### src/rtl/sfu_pkg.sv
// Shared definitions for the status flag unit.
// Assumes an 8-bit status word with the fixed bit layout below.
package sfu_pkg;

    localparam int unsigned STATUS_W = 8;

    typedef enum logic [1:0] {
        OP_ADD  = 2'b00,
        OP_ADDC = 2'b01,
        OP_SUBB = 2'b10,
        OP_RSVD = 2'b11
    } alu_op_e;

    localparam logic [2:0] BIT_P     = 3'd0;
    localparam logic [2:0] BIT_SPARE = 3'd1;
    localparam logic [2:0] BIT_OV    = 3'd2;
    localparam logic [2:0] BIT_RS0   = 3'd3;
    localparam logic [2:0] BIT_RS1   = 3'd4;
    localparam logic [2:0] BIT_F0    = 3'd5;
    localparam logic [2:0] BIT_AC    = 3'd6;
    localparam logic [2:0] BIT_CY    = 3'd7;

    typedef struct packed {
        logic cy;
        logic ac;
        logic ov;
    } arith_flags_t;

endpackage

### src/rtl/sfu_addsub.sv
// Combinational adder/subtractor with flag extraction.
// The adder is split into three segments: low half, middle bits and
// the sign bit. This exposes the half carry and the carry into the
// sign bit directly. Subtraction adds the inverted operand and the
// inverted borrow, so a missing carry out means a borrow.
// Assumes DATA_W >= HALF_W + 2.
module sfu_addsub
    import sfu_pkg::*;
#(
    parameter int unsigned DATA_W = 8,
    parameter int unsigned HALF_W = 4
) (
    input  logic [DATA_W-1:0] a,
    input  logic [DATA_W-1:0] b,
    input  logic              cin,
    input  alu_op_e           op,
    output logic [DATA_W-1:0] sum,
    output arith_flags_t      flags
);
    localparam int unsigned MID_W = DATA_W - HALF_W;

    logic              is_sub;
    logic              c0;
    logic [DATA_W-1:0] b_eff;
    logic [HALF_W:0]   lo_seg;
    logic [MID_W-1:0]  mid_seg;
    logic [1:0]        top_seg;
    logic              c_into_sign;
    logic              c_out;

    // Select operand polarity and carry-in for the chosen operation
    always_comb begin
        is_sub = (op == OP_SUBB);
        b_eff  = is_sub ? ~b : b;
        unique case (op)
            OP_ADDC: c0 = cin;
            OP_SUBB: c0 = ~cin;
            default: c0 = 1'b0;
        endcase
    end

    // Three-segment ripple sum exposing internal carries
    always_comb begin
        lo_seg  = {1'b0, a[HALF_W-1:0]} + {1'b0, b_eff[HALF_W-1:0]}
                + {{HALF_W{1'b0}}, c0};
        mid_seg = {1'b0, a[DATA_W-2:HALF_W]} + {1'b0, b_eff[DATA_W-2:HALF_W]}
                + {{(MID_W-1){1'b0}}, lo_seg[HALF_W]};
        c_into_sign = mid_seg[MID_W-1];
        top_seg = {1'b0, a[DATA_W-1]} + {1'b0, b_eff[DATA_W-1]} + {1'b0, c_into_sign};
        c_out   = top_seg[1];
        sum     = {top_seg[0], mid_seg[MID_W-2:0], lo_seg[HALF_W-1:0]};
    end

    // Convert raw carries into flag meaning (borrow for subtract)
    always_comb begin
        flags.cy = is_sub ? ~c_out : c_out;
        flags.ac = is_sub ? ~lo_seg[HALF_W] : lo_seg[HALF_W];
        flags.ov = c_into_sign ^ c_out;
    end

endmodule

### src/rtl/sfu_parity.sv
// Odd-parity generator over the accumulator, built as an XOR chain.
// Output is 1 when the input holds an odd number of ones.
module sfu_parity #(
    parameter int unsigned DATA_W = 8
) (
    input  logic [DATA_W-1:0] data,
    output logic              odd
);
    logic [DATA_W:0] chain;

    assign chain[0] = 1'b0;
    for (genvar g = 0; g < DATA_W; g++) begin : g_xor
        assign chain[g+1] = chain[g] ^ data[g];
    end
    assign odd = chain[DATA_W];

endmodule

### src/rtl/sfu_status_reg.sv
// Status word register with fixed update priority.
// The lowest priority comes first; each later stage overrides the earlier ones:
// byte write, then bit write, then carry strobes, then arithmetic flags.
// Parity overwrites bit 0 on every edge. Synchronous active-low reset.
module sfu_status_reg
    import sfu_pkg::*;
(
    input  logic                clk,
    input  logic                rst_n,
    input  logic                byte_we,
    input  logic [STATUS_W-1:0] byte_wdata,
    input  logic                bit_we,
    input  logic [2:0]          bit_idx,
    input  logic                bit_wval,
    input  logic                cy_set,
    input  logic                cy_clr,
    input  logic                arith_we,
    input  arith_flags_t        arith_flags,
    input  logic                parity_in,
    output logic [STATUS_W-1:0] status_q
);
    logic [STATUS_W-1:0] status_d;

    // Apply the update sources in ascending priority
    always_comb begin
        status_d = status_q;
        if (byte_we) status_d = byte_wdata;
        if (bit_we)  status_d[bit_idx] = bit_wval;
        if (cy_set)      status_d[BIT_CY] = 1'b1;
        else if (cy_clr) status_d[BIT_CY] = 1'b0;
        if (arith_we) begin
            status_d[BIT_CY] = arith_flags.cy;
            status_d[BIT_AC] = arith_flags.ac;
            status_d[BIT_OV] = arith_flags.ov;
        end
        status_d[BIT_P] = parity_in;
    end

    // Hold the status word
    always_ff @(posedge clk) begin
        if (!rst_n) status_q <= '0;
        else        status_q <= status_d;
    end


    property parity_follow_p;
        @(posedge clk) disable iff (!rst_n) 1'b1 |=> (status_q[BIT_P] == $past(parity_in));
    endproperty
    parity_follow_chk: assert property (parity_follow_p);


    property f0_kept_p;
        @(posedge clk) disable iff (!rst_n)
            (arith_we && !byte_we && !(bit_we && bit_idx == BIT_F0)) |=> $stable(status_q[BIT_F0]);
    endproperty
    f0_kept_chk: assert property (f0_kept_p);


    property cy_set_p;
        @(posedge clk) disable iff (!rst_n) (cy_set && !arith_we) |=> status_q[BIT_CY];
    endproperty
    cy_set_chk: assert property (cy_set_p);

endmodule

### src/rtl/status_flag_unit.sv
// Top level of the status flag unit. Combines the adder/subtractor, the
// accumulator parity generator and the status register. The result is
// combinational; all status bits update one edge after their cause.
// Assumes the status word is 8 bits with the layout in sfu_pkg.
module status_flag_unit
    import sfu_pkg::*;
#(
    parameter int unsigned DATA_W = 8,
    parameter int unsigned HALF_W = 4
) (
    input  logic              clk,
    input  logic              rst_n,
    input  logic              op_valid,
    input  logic [1:0]        op_sel,
    input  logic [DATA_W-1:0] opnd_a,
    input  logic [DATA_W-1:0] opnd_b,
    input  logic              carry_in,
    input  logic [DATA_W-1:0] acc_in,
    input  logic              wr_byte_en,
    input  logic [7:0]        wr_data,
    input  logic              wr_bit_en,
    input  logic [2:0]        wr_bit_idx,
    input  logic              wr_bit_val,
    input  logic              cy_set,
    input  logic              cy_clr,
    output logic [DATA_W-1:0] result,
    output logic [7:0]        status,
    output logic [1:0]        bank_sel
);
    arith_flags_t        flags_w;
    logic                parity_w;
    logic [STATUS_W-1:0] status_w;

    sfu_addsub #(.DATA_W(DATA_W), .HALF_W(HALF_W)) u_addsub (
        .a     (opnd_a),
        .b     (opnd_b),
        .cin   (carry_in),
        .op    (alu_op_e'(op_sel)),
        .sum   (result),
        .flags (flags_w)
    );

    sfu_parity #(.DATA_W(DATA_W)) u_parity (
        .data (acc_in),
        .odd  (parity_w)
    );

    sfu_status_reg u_status (
        .clk         (clk),
        .rst_n       (rst_n),
        .byte_we     (wr_byte_en),
        .byte_wdata  (wr_data),
        .bit_we      (wr_bit_en),
        .bit_idx     (wr_bit_idx),
        .bit_wval    (wr_bit_val),
        .cy_set      (cy_set),
        .cy_clr      (cy_clr),
        .arith_we    (op_valid),
        .arith_flags (flags_w),
        .parity_in   (parity_w),
        .status_q    (status_w)
    );

    // Drive the status word and the bank-select field out
    always_comb begin
        status   = status_w;
        bank_sel = status_w[BIT_RS1:BIT_RS0];
    end


    property plain_add_ov_p;
        @(posedge clk) disable iff (!rst_n)
            (op_valid && op_sel == 2'b00) |=>
            (status[BIT_OV] == (($past(opnd_a[DATA_W-1]) == $past(opnd_b[DATA_W-1])) &&
                                ($past(result[DATA_W-1]) != $past(opnd_a[DATA_W-1]))));
    endproperty
    no_overflow_chk: assert property (plain_add_ov_p);


    property bank_after_reset_p;
        @(posedge clk) !rst_n |=> (bank_sel == 2'b00);
    endproperty
    bank_reset_chk: assert property (bank_after_reset_p);

endmodule

### config.mk
export PLATFORM = sky130hd
export DESIGN_NAME = status_flag_unit
export DESIGN_NICKNAME = d
export VERILOG_FILES = /design/src/rtl/sfu_pkg.sv /design/src/rtl/sfu_addsub.sv /design/src/rtl/sfu_parity.sv /design/src/rtl/sfu_status_reg.sv /design/src/rtl/status_flag_unit.sv
export SDC_FILE = /design/constraint.sdc
export NUM_CORES = 1
export LEC_CHECK = 0
export ABC_AREA = 1
export BUFFER_PORTS_ARGS = -buffer_cell sky130_fd_sc_hd__buf_2
export CAP_MARGIN = 20
export CORE_MARGIN = 1.5
export CORE_UTILIZATION = 46
export CTS_BUF_LIST = sky130_fd_sc_hd__clkbuf_8
export CTS_CLUSTER_DIAMETER = 120
export DETAILED_ROUTE_END_ITERATION = 12
export HOLD_SLACK_MARGIN = 0.08
export PLACE_DENSITY = 0.87
export SLEW_MARGIN = 20
export SYNTH_ARGS = -nofsm -noshare
export SYNTH_HDL_FRONTEND = slang
export SYNTH_SLANG_ARGS = --single-unit
### constraint.sdc
create_clock -name clk -period 4.8 [get_ports clk]
set_clock_uncertainty 0.15 [all_clocks]
set_input_delay 0.24 -clock clk [delete_from_list [all_inputs] [get_ports clk]]
set_output_delay 0.24 -clock clk [all_outputs]
set_load 0.005 [all_outputs]
Yosys cells after proc, flatten, opt, wreduce, memory -nomap -nowiden
Index checks and enable logic that the tools add are counted.
- add/subtract/negate cells: 6
- multiply operators: 0
- divide/modulo/power cells: 0
- $lt $le $gt $ge: 2
- equal/unequal tests: 2
- shift-type cells: 0
- muxes and demuxes: 13
- bitwise logic cells: 12
- reduce and logical (&&, ||, !) cells: 1
- operators with widths (operator ; number):
    8-bit 2-to-1 mux ; 3
    8-bit bitwise mux ; 1
    8-bit NOT ; 1
    1-bit bitwise XOR ; 8
    1-bit 2-to-1 mux ; 6
    4-bit by 4-bit adder with 5-bit output ; 1
    5-bit by 1-bit adder with 5-bit output ; 1
    3-bit by 3-bit adder with 4-bit output ; 1
    4-bit by 1-bit adder with 4-bit output ; 1
    3-bit by 4-bit less-than comparator with 1-bit output, second input constant ; 1
    1-bit demux with 3-bit select ; 1
    3-bit by 1-bit greater-or-equal comparator with 1-bit output, second input constant ; 1
    1-bit NOT ; 3
    1-bit by 1-bit adder with 2-bit output ; 1
    2-bit by 1-bit adder with 2-bit output ; 1
    2-bit by 1-bit equality test with 1-bit output, second input constant ; 1
    2-bit equality test, second input constant ; 1
    2-bit 2-to-1 mux ; 1
    1-bit case mux with 2 select lines ; 1
    1-bit logical AND ; 1
- register bits: 8
- latch bits: 0
- RAM bits: 0
- bits in read-only memories: 0
- bits of input ports: 46
- output and inout bits: 18
- logic and storage cells: 37
- memories: 0

Longest topological paths before layout
- depth after elaboration: 9
- depth in mapped cells: 18
- gate-level depth less buffers: 18

Modules after synthesis
Synthesis repeated with hierarchy kept, for this count alone.
- cells, all modules: 171
- area total of the unflattened synthesis: 1064.8 µm²
- by module, submodules not included (module ; instances ; cells each ; area an instance (µm²) ; sequential area each (µm²)):
    sfu_status_reg ; 1 ; 83 ; 493.0 ; 160.2
    sfu_addsub ; 1 ; 58 ; 425.4 ; 0.0
    sfu_parity ; 1 ; 28 ; 131.4 ; 0.0
    status_flag_unit ; 1 ; 2 ; 15.0 ; 0.0

Least setup slack after synthesis
No wires, ideal clock.
- kind: input to output
- from: input op_sel[0]
- to: output result[7]
- data arrival time: 2.652 ns
- data required time: 4.410 ns
- setup slack: 1.758 ns
- cell stages on the path: 15
- path buffers: 1
- cells stage by stage: inv_2 > nand2_1 > buf_6 > xor2_1 > fa_1 > inv_1 > fa_1 > nand3_1 > nand2_1 > fa_1 > nand3_1 > nand3_1 > inv_1 > fa_1 > inv_1
- word-level cells in the longest chain between the ends: 6
- elaborated cells on any way between the ends: 10
- classes of those cells: add/sub: 6; eq/ne: 2; mux: 2
- RTL lines (what ; line ; RTL):
    start: declaration ; status_flag_unit.sv:14 ; input logic [1:0] op_sel,
    2-bit equality test ; sfu_addsub.sv:33, sfu_addsub.sv:35 ;
    8-bit 2-to-1 mux ; sfu_addsub.sv:34 ; b_eff = is_sub ? ~b : b;
    4-bit by 4-bit adder with 5-bit output ; sfu_addsub.sv:44 ; lo_seg = {1'b0, a[HALF_W-1:0]} + {1'b0, b_eff[HALF_W-1:0]}
    5-bit by 1-bit adder with 5-bit output ; sfu_addsub.sv:45 ; + {{HALF_W{1'b0}}, c0};
    4-bit by 1-bit adder with 4-bit output ; sfu_addsub.sv:47 ; + {{(MID_W-1){1'b0}}, lo_seg[HALF_W]};
    2-bit by 1-bit adder with 2-bit output * ; sfu_addsub.sv:49 ; top_seg = {1'b0, a[DATA_W-1]} + {1'b0, b_eff[DATA_W-1]} + {1'b0, c_into_sign};
    end: declaration ; status_flag_unit.sv:26 ; output logic [DATA_W-1:0] result,
Mark *: on every way between the ends. The rest lies on a longest branch, timed or not.

Final worst setup path
Same ends and word-level chain as after synthesis.

==> flow_metrics.tcl <==
set metrics [dict create \
    status "completed" \
    clockPowerShare 0.265 \
    r2r_start "u_status.status_q[2]$_SDFF_PN0_" \
    power_frac_seq 0.256 \
    clock_latency_ns 0.23 \
    tightest_slew_ns 0.4980 \
    hold_viol_final 0 \
    design_area_mm2 0.001314 \
    top_regs "u_status.status_q: 8 flops" \
    netlist_instances 144 \
    vias 1172 \
    synth.cell_area_um2 962.2 \
    gp_congestion 0.7689 \
    antenna_found_initial 0 \
    clk_pin_slew_worst_paths_ns 0.04 \
    synth.most_common_cell "nand2_1" \
    drtIter0Drc 25 \
    ys_seq_area_frac 0.1664 \
    firstDrtPassIters 4 \
    clockBufferDepth 2 \
    cp-start-kind "primary input" \
    post_cts_resized 0 \
    yosys_warnings 0 \
    die-area_mm2 0.002375 \
    min_to "u_status.status_q[1]$_SDFF_PN0_" \
    drive_gt1_frac 0.3512 \
    drt_wl_total_mm 2.565 \
    syn2layout_area_growth_pct 36.54 \
    path_class "primary input to output pin" \
    synth-edff-count 0 \
    drc_errors 0 \
    sw_frac_of_total 0.3443 \
    synth_area_leader_cell "dfxtp_1" \
    hp-class "primary input to flop" \
    r2r_setup_slack_ns 3.88 \
    crit_required_ns 4.41 \
    report.final.slew_viol_count 0 \
    grt_max_degree 12 \
    grt_setup_unrepaired "no" \
    hold_ws_ns 0.1292 \
    critPathArrivalTime_ns 3.34 \
    ios 64 \
    power.static_leakage_nw 0.7540 \
    post-route-min-period_ns 3.731 \
    port_buffers 62 \
    initial_core_util 0.4904 \
    comb_power_share 0.479 \
    yosys-top-cells-count "nand2_1, inv_1, nand3_1" \
    post-place-ws_ns 1.017 \
    finalWorstSetupSlack_ns 1.069 \
    synth_cell_types 26 \
    tritoncts "yes" \
    clkSinkCount 8 \
    reg2reg_depth 4 \
    cpMaxStageDelayCell "fa_1" \
    slowest_delay_ns 0.45 \
    synth_top_area_frac 0.1664 \
    groute.usage.overall 0.2140 \
    cp-end-kind "output pin" \
    path_cells "buf_2 > inv_2 > nand2_1 > inv_1 > o21ai_0 > fa_1 > inv_1 > fa_1 > nand3_1 > nand2_1 > fa_1 > nand3_1 > nand3_1 > inv_1 > fa_1 > inv_1 > buf_2" \
    min_path_cells 3 \
    syn_nets 200 \
    fin_nets 263 \
    critPathMaxFanout 11 \
    cap_viol_max_count 0 \
    routedWlPerCell_um 11.06 \
    cts_made_buffers 3 \
    place_area_mm2 0.001272 \
    timing.final.crit_share 0.7773 \
    avgSynthCellArea_um2 6.682 \
    hp-start "wr_data[1]" \
    fmax_mhz 268.0 \
    cts_setup_buffers 0 \
    largest_register_ffs 8 \
    worstReg2RegEnd "u_status.status_q[2]$_SDFF_PN0_" \
    viasPerCell 5.052 \
    synth_area_leaders "dfxtp_1, nand2_1, fa_1" \
    h-tree-depth 1 \
    num_antenna_cells 0 \
    async_flop_share 0 \
    grt_pass1_vias 1116 \
    irDropWorstVdd_uv 133.0 \
    grt.overflow.total 0 \
    pwr_density_cell_mw_per_mm2 225.9 \
    rows 16 \
    grt_pass1_wl_mm 4.084 \
    synth_top_flop_cell "dfxtp_1" \
    die_y_um 48.74 \
    dp_hpwl_mm 2.205 \
    switchingPower_w 0.0001022 \
    setup_tns_ns 0 \
    crit_family "adder cells" \
    p_int_w 0.0001946 \
    core_area_mm2 0.001962 \
    die_w_um 48.74 \
    cts_hold_buf 0 \
    clockRootBuffer "clkbuf_8" \
    ys_ff_latch 8 \
    crit_buf_inv 7 \
    slew_headroom 0.6672 \
    antenna_left 0 \
    regMostFlops "u_status.status_q" \
    fillers 185 \
    setup_viol 0 \
]
-- layout make-up --
class | instances | area [um2] | share of cell area
multi-input cells | 109 | 680.7 | 0.5181
well taps | 27 | 33.78 | 0.02571
clock buffers | 3 | 41.29 | 0.03143
flip-flops and latches | 8 | 160.2 | 0.1219
inverters | 23 | 87.58 | 0.06667
repair buffers | 62 | 310.3 | 0.2362
-- cell families (layout without fill, tap and decap cells) --
family / count (synthesis) / after routing / share of synthesized area
compound gates: 20 / 20 / 0.1261
flops: 8 / 8 / 0.1664
simple gates: 66 / 66 / 0.2939
fa+ha+maj: 10 / 10 / 0.1691
buf+inv: 27 / 88 / 0.1261
xor+xnor: 13 / 13 / 0.1183
-- per-stage QoR --
step           cells  total power [W]  utilization
2_1_floorplan    144        0.0001603            -
3_3_place_gp     229        0.0002108       0.6486
3_5_place_dp     229        0.0002201       0.6486
4_1_cts          232        0.0003000       0.6696
5_1_grt          232        0.0003191       0.6696
6_report         232        0.0002968       0.6696
-- how the worst max path moves through the flow --
stage	startpoint	to	slack (ns)	cells past startpoint
final	op_sel[0]	result[7]	1.07	17
after global placement	op_sel[0]	result[7]	1.18	17
after detailed placement	op_sel[0]	result[7]	1.02	17
after global routing	op_sel[0]	result[7]	0.80	17
after floorplan	op_sel[0]	result[7]	1.76	15
after CTS	op_sel[0]	result[7]	1.01	17
-- power groups by stage --
| stage | clock network [W] | registers [W] | logic (W) |
|---|---|---|---|
| 3_3_place_gp | 0 | 0.0000766 | 0.000134 |
| 3_5_place_dp | 0 | 0.0000769 | 0.000143 |
| 5_1_grt | 0.0000835 | 0.0000765 | 0.000159 |
| 2_1_floorplan | 0 | 0.0000773 | 0.0000830 |
| 6_report | 0.0000785 | 0.0000760 | 0.000142 |
| 4_1_cts | 0.0000797 | 0.0000759 | 0.000144 |
-- per-layer routing --
metal / GRT usage / wire [um]
met4: 0.08571 / 38
met1: 0.2139 / 939
met5: 0 / 0
met3: 0.03395 / 191
met2: 0.4292 / 1396
-- cell usage in the layout (no fill, tap or decap) --
cell type  instances
buf_2             62
nand2_1           37
inv_1             20
nand3_1           18
dfxtp_1            8
xnor2_1            7
xor2_1             6
nor2_1             6
o21ai_0            5
fa_1               5
ha_1               5
a21oi_1            4
a31oi_1            4
clkbuf_8           3
a21oi_2            2
nor2_2             2
o21ai_1            2
inv_2              1
clkinv_1           1
clkinv_2           1
o211ai_1           1
o211a_1            1
o22ai_1            1
nand4_1            1
nand2_2            1
or2_1              1
-- worst reg2reg max path: stages (launching register included) --
cell and delay, ns:
dfxtp_1 0.35, nand2_1 0.07, nand3_1 0.09, nand3_1 0.07, a21oi_1 0.12
Power figures use the tool's default switching activity.
